## config.mk

```make
export PLATFORM = sky130hd
export DESIGN_NAME = modem_ctl_stat
export DESIGN_NICKNAME = d
export VERILOG_FILES = /design/src/rtl/modem_ctl_stat.sv
export SDC_FILE = /design/constraint.sdc
export NUM_CORES = 1
export LEC_CHECK = 0
export BUFFER_PORTS_ARGS = -buffer_cell sky130_fd_sc_hd__buf_2
export CAP_MARGIN = 30
export CORE_ASPECT_RATIO = 1.1
export CORE_MARGIN = 10
export CORE_UTILIZATION = 35
export CTS_BUF_LIST = sky130_fd_sc_hd__clkbuf_4
export DETAILED_ROUTE_END_ITERATION = 10
export GPL_ROUTABILITY_DRIVEN = 0
export REMOVE_ABC_BUFFERS = 1
export SYNTH_ARGS = -nofsm -noshare
export SYNTH_HDL_FRONTEND = slang
export SYNTH_SLANG_ARGS = --single-unit
```

## constraint.sdc

```tcl
create_clock -name clk -period 1.82 [get_ports clk]
set_clock_uncertainty 0.1 [all_clocks]
set_input_delay 0.546 -clock clk [delete_from_list [all_inputs] [get_ports clk]]
set_output_delay 0.546 -clock clk [all_outputs]
set_load 0.01 [all_outputs]
```

## src/rtl/modem_ctl_stat.sv

```systemverilog
module modem_ctl_stat #(
  parameter int SYNC_STAGES = 2
) (
  input  logic       clk,
  input  logic       rst_n,
  input  logic       wr_ctrl,
  input  logic [4:0] wdata,
  input  logic       rd_stat,
  input  logic       cts_n,
  input  logic       dsr_n,
  input  logic       ri_n,
  input  logic       dcd_n,
  output logic       dtr_n,
  output logic       rts_n,
  output logic       out1_n,
  output logic       out2_n,
  output logic [4:0] ctrl_q,
  output logic [7:0] status,
  output logic       irq
);

  localparam int LVL = 4;

  logic [4:0]     ctrl;
  logic [LVL-1:0] sync [SYNC_STAGES];
  logic [LVL-1:0] lvl, lvl_prev, chg, flags;
  logic           loop;

  assign loop = ctrl[4];

  always_ff @(posedge clk or negedge rst_n)
    if (!rst_n)       ctrl <= '0;
    else if (wr_ctrl) ctrl <= wdata;

  // pin order {dcd, ri, dsr, cts}
  for (genvar i = 0; i < SYNC_STAGES; i++) begin : g_sync
    always_ff @(posedge clk or negedge rst_n)
      if (!rst_n) sync[i] <= '1;
      else if (i == 0) sync[i] <= {dcd_n, ri_n, dsr_n, cts_n};
      else sync[i] <= sync[i-1];
  end

  assign lvl = loop ? {ctrl[3], ctrl[2], ctrl[0], ctrl[1]}
                    : ~sync[SYNC_STAGES-1];

  assign chg = {lvl[3] ^ lvl_prev[3],
                lvl_prev[2] & ~lvl[2],
                lvl[1] ^ lvl_prev[1],
                lvl[0] ^ lvl_prev[0]};

  always_ff @(posedge clk or negedge rst_n)
    if (!rst_n) begin
      lvl_prev <= '0;
      flags    <= '0;
    end else begin
      lvl_prev <= lvl;
      flags    <= rd_stat ? chg : (flags | chg);
    end

  assign dtr_n  = loop | ~ctrl[0];
  assign rts_n  = loop | ~ctrl[1];
  assign out1_n = loop | ~ctrl[2];
  assign out2_n = loop | ~ctrl[3];
  assign ctrl_q = ctrl;
  assign status = {lvl, flags};
  assign irq    = |flags;

  assert_cts_delta_R4: assert property (@(posedge clk) disable iff (!rst_n)
    (lvl[0] != lvl_prev[0]) |=> status[0]);
  assert_teri_edge_R5: assert property (@(posedge clk) disable iff (!rst_n)
    $rose(status[2]) |-> $past(lvl_prev[2] && !lvl[2]));
  assert_read_clear_R6: assert property (@(posedge clk) disable iff (!rst_n)
    (rd_stat && chg == '0) |=> status[3:0] == '0);
  assert_loop_quiet_R8: assert property (@(posedge clk) disable iff (!rst_n)
    ctrl_q[4] |-> (dtr_n && rts_n && out1_n && out2_n));
  assert_drive_R2: assert property (@(posedge clk) disable iff (!rst_n)
    !ctrl_q[4] |-> (dtr_n == !ctrl_q[0] && out2_n == !ctrl_q[3]));
  assert_irq_flags_R7: assert property (@(posedge clk) disable iff (!rst_n)
    $rose(irq) |-> $past(chg != '0));

endmodule

```

# Word level (Yosys, flattened, before mapping)
# Index checks and enable logic that the tools add are counted.
# Widths: inputs -> output; s select.
[totals]
in_bits = 13
reg_bits = 21
word_cells = 23
[classes]
bitwise = 15
n_mux = 2
n_reduce_logical = 1
[op_table]
columns = ["cell", "n"]
rows = [
  ["$mux 4", 2],
  ["$not 1->1", 5],
  ["$not 4->4", 1],
  ["$or 1x1->1", 4],
  ["$or 4x4->4", 1],
  ["$reduce_or 4->1", 1],
  ["$xor 1x1->1", 3],
  ["$and 1x1->1", 1],
]

# Depth between registers and ports, before layout
# Gate-level depths: netlist of the first run.
[logic_depth]
word_depth = 6
mapped_depth = 4
ltp_nobuf = 3

# Worst setup path after synthesis of the first run
# OpenSTA, ideal clock, no wires.
[synth_timing]
path_kind = "register to output"
start = "register flags[2]"
end = "output port irq"
required_ns = 1.174
stages_incl_launch_ff = 2
slack_ns = 0.194
arrival_time_ns = 0.980
cell_sequence = "dfrtp_1 > or4_1"
[synth_via]
elab_chain_cells = 1
[synth_rtl]
columns = ["item", "line", "rtl"]
rows = [
  ["start: declaration", "26", "logic [LVL-1:0] lvl, lvl_prev, chg, flags;"],
  ["start signal: assignment", "57", "flags <= rd_stat ? chg : (flags | chg);"],
  ["$reduce_or 4->1", "66", "assign irq = |flags;"],
  ["end: declaration", "19", "output logic irq"],
]
# Every way passes these cells.

# Final worst setup path of the first run
# Ends and elaborated chain as after synthesis.

==> impl.org, run 1 <==
** Status
- Status :: finished with violations
- The checks that failed: setup timing.

** Setup path
- Category of the worst setup path capture point :: primary output
- Required time of the critical path :: 1.17 ns
- Data on the critical path arrives at its endpoint at between 1 and 1.5 ns.
- CP Max Fanout :: 2
- Critical setup path kind :: flop to primary output
- The worst setup path is launched from a flop.

** Timing
- Derived from the worst setup path, the maximum achievable clock frequency is 506.8 MHz.
- Final critical-path required period :: slightly below 2 ns
- Setup repair after global routing could not meet its margin everywhere.
- Relative max-transition margin :: 0.7053
- Final Hold Vio Count :: 0
- Endpoints failing setup :: 5
- The count of final max-slew check failures was 0.
- Across all setup checks in the final design, the least slack found is -0.1533 ns.
- Hold Worst Slack :: approximately 0.074 ns
- For the pin with the worst max-slew slack, the measured transition is about 0.44 ns.
- Period utilization :: 1.084

** Clocking
- For this design, the sink count on the clock tree is 21.
- The later pin in the worst-skew pair is clocked with a latency of around 0.3 ns.
- The clock passes through at most 2 buffers.
- Counting the buffers created by CTS gives 3.
- TritonCTS clock tree :: yes
- Clock tree synthesis selected as its root buffer the cell clkbuf_4.
- Clock-pin slew was measured on the worst setup and hold paths at around 0.11 ns.
- Maximum level of the CTS H-tree :: 1

** Power
- IR analysis of the VDD net gives a maximum drop of ~0.8 mV.
- For this design the ratio of total power to cell area is approximately 900 mW/mm^2.
- Static Leakage :: around 0.56 nW
- Power comes to approximately 1.1 mW.

** Floorplanning
- The floorplan has 17 rows.
- The floorplan step set the die height to approximately 70 microns.
- Full die area :: around 0.0045 sq mm
- Core footprint :: approximately 0.0021 sq mm
- For this design the top-level I/O count stands at 31.
- Measured along the x axis, the die boundary spans ~65 microns.
- For this configuration, the core starts out at a cell density of 0.3776.

** Layout
- Diodes inserted :: 0
- Fraction of final layout cells sized beyond drive strength 1 :: 0.6907
- For this run, the post-layout net count is approximately 110.
- Area added between synthesis and finish :: 49.13%
- Fin cells :: approximately 130

** Route
- Routed wire length :: between 1.5 and 2 mm
- After detailed routing, the number of remaining DRC violations is 0.
- Number of design-rule violations left by the first detailed-router iteration :: 8
- Vias :: between 500 and 600
- The count of nets left with antenna violations once routing finished came out at 0.
- Detailed-routing iteration count for the pre-antenna-repair pass :: 2
- Number of vias per cell after detailed routing :: approximately 4.4
- Post-detailed-route wirelength per cell :: approximately 13 microns

** GRT
- GRT Residual Overflow :: 0
- Number of antenna violations at the first check in global routing :: 0
- First-pass GRT wire length :: between 2 and 3 mm
- In the global route stage, met1 resource usage came out at 0.08138.
- Total global-route track usage :: 0.07365
- Entering global routing, the biggest net connects 22 pins.
- In the global route stage, met3 resource usage came out at 0.05314.
- Via count of the first global-routing pass :: between 500 and 600
- For this run, global-route usage on met2 was measured as 0.1087.
- Most used routing layer :: met2

** Logic synthesis
- The portion of synthesized area spent on multiplexers is 0.1129.
- The cell area that synthesis handed to floorplanning was approximately 790 sq um.
- Each instance of the synthesized netlist takes up on average 14.05 sq um.
- After synthesis, the netlist uses 15 different library cells.
- Area fraction in compound gates after synthesis :: 0.05564
- Of the total synthesized cell area, the portion taken by AND, OR, NAND and NOR gates is 0.1224.
- Synth Area in Adders :: 0
- Number of storage elements in the synthesis netlist :: 21
- Number of synthesis warnings :: 0
- Largest family of logic cells by synthesized area :: simple AND/OR/NAND/NOR gates
- XOR/XNOR share of the synthesized area :: 0
- Synth Instances :: 56
- Sequential fraction of the synthesis area :: 0.6804

** Placement
- Number of input and output port buffers inserted :: 30
- Post-placement worst setup slack :: between 0.1 and 0.15 ns
- Post-DP HPWL :: between 1 and 1.5 mm
- Cell count after placement :: approximately 110

** Run
- Max-capacitance violation count :: 0

** Min path
- Type of the tightest min-delay check :: input pin to asynchronous set/reset pin
[cells in the mapped netlist]
cell / n / area share
dfrtp_1: 13 / 0.41
dfstp_2: 8 / 0.27
nor2b_1: 6 / 0.048
mux2_2: 4 / 0.057
nand2_1: 4 / 0.019
nand2b_1: 4 / 0.032
inv_1: 3 / 0.014
mux2i_1: 3 / 0.038
nor2_1: 3 / 0.014
o21ai_2: 3 / 0.033
buf_6: 1 / 0.014
mux2i_2: 1 / 0.017
o21ai_0: 1 / 0.0064
o22ai_2: 1 / 0.016
or4_1: 1 / 0.0095
[placed cells by master, fill, tap and decap left out]
| cell type | n |
|---|---|
| or4_1 | 1 |
| dfrtp_2 | 1 |
| nor2b_1 | 6 |
| inv_1 | 3 |
| mux2i_1 | 3 |
| nor2_1 | 3 |
| dfrtp_1 | 12 |
| buf_2 | 23 |
| mux2_2 | 4 |
| nand2_1 | 1 |
| dfstp_2 | 8 |
| o21ai_0 | 1 |
| buf_6 | 9 |
| nand2_2 | 3 |
| buf_12 | 1 |
| o22ai_2 | 1 |
| clkbuf_4 | 3 |
| mux2i_2 | 1 |
| clkinv_2 | 1 |
| nand2b_4 | 4 |
| o21ai_4 | 3 |
| buf_4 | 5 |
[metal layers]
metal	part of all wire	vias up	wire length (microns)
li1	-	268	-
met1	0.38	255	609
met2	0.50	21	805
met3	0.12	2	196
met4	0.0074	0	12
met5	0	-	0
[registers in the layout, summed over array words and instances (netlist names)]
name      count
sync          8
ctrl_q        5
flags         4
lvl_prev      4
[logic make-up (layout without fill, tap and decap cells)]
family,after synthesis,after routing
buf+inv,4,45
flops,21,21
mux,8,8
compound gates,5,5
simple gates,18,18
[critical path: stages (launching register included)]
cell	delay [ns]
dfrtp_1	0.38
or4_1	0.50
buf_2	0.15
[final timing paths]
kind / startpoint / endpoint / slack [ns] / depth (start not counted)
min in group clk: ri_n / sync[6] / 0.23 / 1
worst min register to register: sync[5] / sync[1] / 0.26 / 0
max in group asynchronous: rst_n / sync[4] / 1.21 / 1
worst max-delay path: flags[2] / irq / -0.15 / 2
worst max register to register: ctrl_q[4] / flags[0] / 0.59 / 4
worst min-delay path: rst_n / ctrl_q[3] / 0.07 / 1
[layout make-up]
type	count	area, sq um
clock buffers	3	22.52
clock inverters	1	5.005
fillers	200	910.9
inverters	3	11.26
multi-input cells	31	289.0
flip-flops and latches	21	536.8
well taps	28	35.03
repair buffers	38	274.0
[where the power goes]
group,switching [mW],internal (mW)
clock network,0.130,0.0819
logic,0.122,0.159
registers,0.0372,0.524
[stage by stage]
step / utilization / TNS (ns) / cell area (sq um)
2_1_floorplan: - / 0 / 775.7
3_3_place_gp: 0.4646 / 0 / 968.4
3_5_place_dp: 0.4646 / 0 / 968.4
4_1_cts: 0.5594 / -0.2733 / 1166
5_1_grt: 0.5630 / -0.7892 / 1174
6_report: 0.5630 / -0.2394 / 1174
[repair_timing]
item                       CTS  global route
resized for setup           22             0
buffers inserted             6             1
hold endpoints to repair     0             0
pin swaps                    2             0
hold buffers                 0             0
setup endpoints to repair    9             9
Note: power is estimated with default switching activity, not from simulation.
==> run 2: changes to the inputs <==
Settings changed: ABC_CLOCK_PERIOD_IN_PS set to 1820, CORE_UTILIZATION 35 to 48, GPL_TIMING_DRIVEN set to 0, PLACE_DENSITY set to 0.79.
==> run 2 against run 1 <==
  * Cell count shrank 3.2%
  * Critical path depth unchanged
  * Global-route usage grew 3.0 points
  * Die area fell by 19%
  * Non-clock buffer count increased by 7
  * Largest cell class unchanged
  * Clock power is 3% higher
  * Combinational power increased by 17%
  * The run still ends with setup timing left
  * Largest power group unchanged
  * Clock-buffer cell count up 1
  * Fmax increased by 0.13%
  * Sequential share of layout area shrank 2.7 points
==> impl.org, run 2 (same netlist as run 1, synthesis figures left out) <==
** Status
- Status :: finished with violations
- The final reports fail on setup timing.

** Floorplanning
- Chip Width :: 58.61 microns (-10%)
- The core area came to 0.001558 sq mm (-25%).
- The total I/O pin count was 31 (unchanged).
- The initial core utilization is 0.5052 (+0.1277).
- Die outline height :: 62.47 microns (-10%)
- The die area came to 0.003661 sq mm (-19%).
- Site row count :: 15 (-2)

** Power
- Highest ir drop seen on vdd :: 0.7479 mV (-4.1%)
- Power share of the combinational group :: 0.296 (+0.029)
- The net switching fraction of the power is 0.2680 (-0.006492).
- The ratio of total power to cell area was 897.6 mW/mm^2 (about the same).
- Cell-internal power :: 0.8196 mW (+7.1%)
- Sequential group share of total power :: 0.509 (-0.023)
- Power dissipated by switching net loads :: 0.3001 mW (+3.7%)
- The relative contribution of the clock network to total power came to 0.196 (-0.005).
- Final Total Pwr :: 1.120 mW (+6.2%)
- Static Leakage :: 0.6044 nW (+8.9%)

** Timing
- The hold violation count in the final report is 0 (unchanged).
- Final Slew Violations :: 0 (unchanged)
- The portion of the clock cycle consumed by the worst path in the final layout came to 1.083 (-0.001452).
- Setup TNS Final :: -0.4463 ns (-0.2068 ns)
- The transition time at the pin with the least slew margin came to 0.4423 ns (+0.0002166 ns).
- Setup repair after global routing could not meet its margin everywhere.
- The worst slew slack as a fraction of its limit is 0.7051 (about the same).
- Final Worst Setup Slack :: -0.1507 ns (+0.002643 ns)
- Endpoints failing setup :: 9 (+4)
- Final critical-path required period :: 1.971 ns (-0.002643 ns)
- Max Clock Freq :: 507.4 MHz (+0.13%)

** Route
- The average wire length per cell after detail routing was 15.77 microns (+21%).
- Remaining antenna violation count :: 0 (unchanged)
- Routed wire length :: 1.908 mm (+18%)
- The number of design rule violations left after detail routing was 0 (unchanged).
- Vias :: 577 (+5.7%)
- The via density per instance is 4.769 (+9.2%).
- Number of design-rule violations left by the first detailed-router iteration :: 7 (-1)
- Detailed-routing iteration count for the pre-antenna-repair pass :: 4 (+2)

** GRT
- The routing usage on met2 was 0.1649 (+0.05617).
- The number of global-route vias before repair is 639 (+11%).
- Total global-route track usage :: 0.1034 (+0.02973)
- Number of antenna violations at the first check in global routing :: 0 (unchanged)
- Most used routing layer :: met2
- GRT Residual Overflow :: 0 (unchanged)
- Met1 Use GR :: 0.1276 (+0.04617)
- Pin count of the biggest net entering global routing :: 22 (unchanged)
- The fraction of met3 tracks used by global routing is 0.03049 (-0.02265).
- The first-pass GRT wire length came to 3.084 mm (+13%).

** Setup path
- CP Max Fanout :: 2 (unchanged)
- STA classifies the critical path endpoint as a primary output.
- Largest incremental delay on the critical path :: 0.50 ns (about the same)
- The arrival time at the worst endpoint was 1.32 ns (about the same).
- Traced cell by cell, the critical path runs through or4_1 > buf_2.
- Cell family with most CP delay :: simple AND/OR/NAND/NOR gates
- The count of buffer and inverter cells on the critical path was 1 (unchanged).
- The critical path data required time was 1.17 ns (about the same).
- Cell at the slowest stage of the critical path :: or4_1
- STA classifies the critical path startpoint as a flop.
- The setup path with the least slack is of type flop to primary output.

** Layout
- Fill cell instance count of the final layout :: 101 (-50%)
- The flip-flop count of the largest register, all copies and words added came to 8 (unchanged).
- Fraction of final layout cells sized beyond drive strength 1 :: 0.7115 (+0.02082)
- Area added between synthesis and finish :: 58.51%
- Register containing the most flip-flops in the final layout :: sync
- Leaving out fill and tap cells, the most frequent cell in the layout is buf_2.
- The number of nets in the final layout is 118 (+6.3%).
- The library cells used most frequently in the layout, excluding fill and tap cells, are buf_2 (22), dfrtp_1 (12), buf_6 (12).
- Diodes inserted :: 0 (unchanged)

** Clocking
- In this run the clock root is driven by a clkbuf_4.
- The CTS buffer count is 3 (unchanged).
- TritonCTS clock tree :: yes
- The clock net sink count is 21 (unchanged).
- The H-tree depth reported by CTS was 1 (unchanged).
- Maximum number of buffers from clock root to sink :: 2 (unchanged)
- The post-cts hold buffer count was 0 (unchanged).
- The clock latency on the worst-skew pair was 0.28 ns (-0.02 ns).
- The clock slew at the register clock pins of the worst setup and hold paths came to 0.10 ns (about the same).

** Min path
- Type of the tightest min-delay check :: input pin to asynchronous set/reset pin

** Placement
- The half-perimeter wire length after placement was 1.198 mm (-0.47%).
- The quantity of I/O buffers inserted on ports is 30 (unchanged).

** Run
- The number of max-cap violations was 0 (unchanged).
-- run 2: cell types whose count changed in the layout (fill, tap and decap cells not counted), moves of 2 or more --
cell     delta
buf_6       +3
nand2_2     -2
buf_4       +5
nand2_4     +2
-- run 2: power groups by stage --
stage	clock network (mW)	logic [mW]	registers (mW)
global route	0.252	0.361	0.576
global placement	0	0.188	0.564
floorplan	0	0.0895	0.577
CTS	0.235	0.291	0.565
detailed placement	0	0.193	0.569
finish	0.219	0.331	0.570
-- run 2: cell type report --
type,count,area (sq um),area share
clock buffer,4,30.03,0.02407
inverter,3,11.26,0.009027
multi-input combinational,31,307.8,0.2467
sequential,21,536.8,0.4303
tap,17,21.27,0.01705
timing repair buffer,45,340.3,0.2728
-- run 2: per-stage QoR --
step / std cells / hold WS, ns / setup WS (ns) / utilization / instance area [sq um]
floorplan: 55 / 0.1504 / 0.1938 / - / 775.7
global placement: 102 / 0.2455 / 0.07327 / 0.6080 / 947.2
detailed placement: 102 / 0.2476 / 0.06506 / 0.6080 / 947.2
CTS: 116 / 0.08280 / -0.1833 / 0.7510 / 1170
global route: 121 / 0.09006 / -0.2125 / 0.8008 / 1247
finish: 121 / 0.09025 / -0.1507 / 0.8008 / 1247
-- run 2: worst register-to-register path: cells and delay by family, from the launching register on --
kind	cells	cell delay, ns
flip-flops	1	0.51
AND/OR/NAND/NOR	1	0.05
multiplexers	1	0.18
AO/OA/AOI/OAI	1	0.07
buffers and inverters	3	0.40
-- run 2: final timing paths --
kind	from	slack, ns	cells after the start	to
worst min-delay path	rst_n	0.09	1	lvl_prev[0]
min in group clk	dsr_n	0.25	1	sync[5]
worst min register to register	sync[6]	0.26	0	sync[2]
worst max-delay path	flags[0]	-0.15	2	irq
worst max register to register	ctrl_q[4]	0.44	6	flags[3]
max in group asynchronous	rst_n	1.20	1	sync[6]
-- run 2: timing repair --
item / CTS / global route
pin swaps: 3 / 2
endpoints found under the setup margin: 9 / 9
gates cloned: 0 / 0
resized for setup: 20 / 7
buffers inserted: 10 / 5
-- run 2: layer usage --
metal / wire length (microns) / part of all wire
met5: 0 / 0
met3: 122 / 0.064
met1: 802 / 0.42
met4: 29 / 0.015
met2: 954 / 0.50
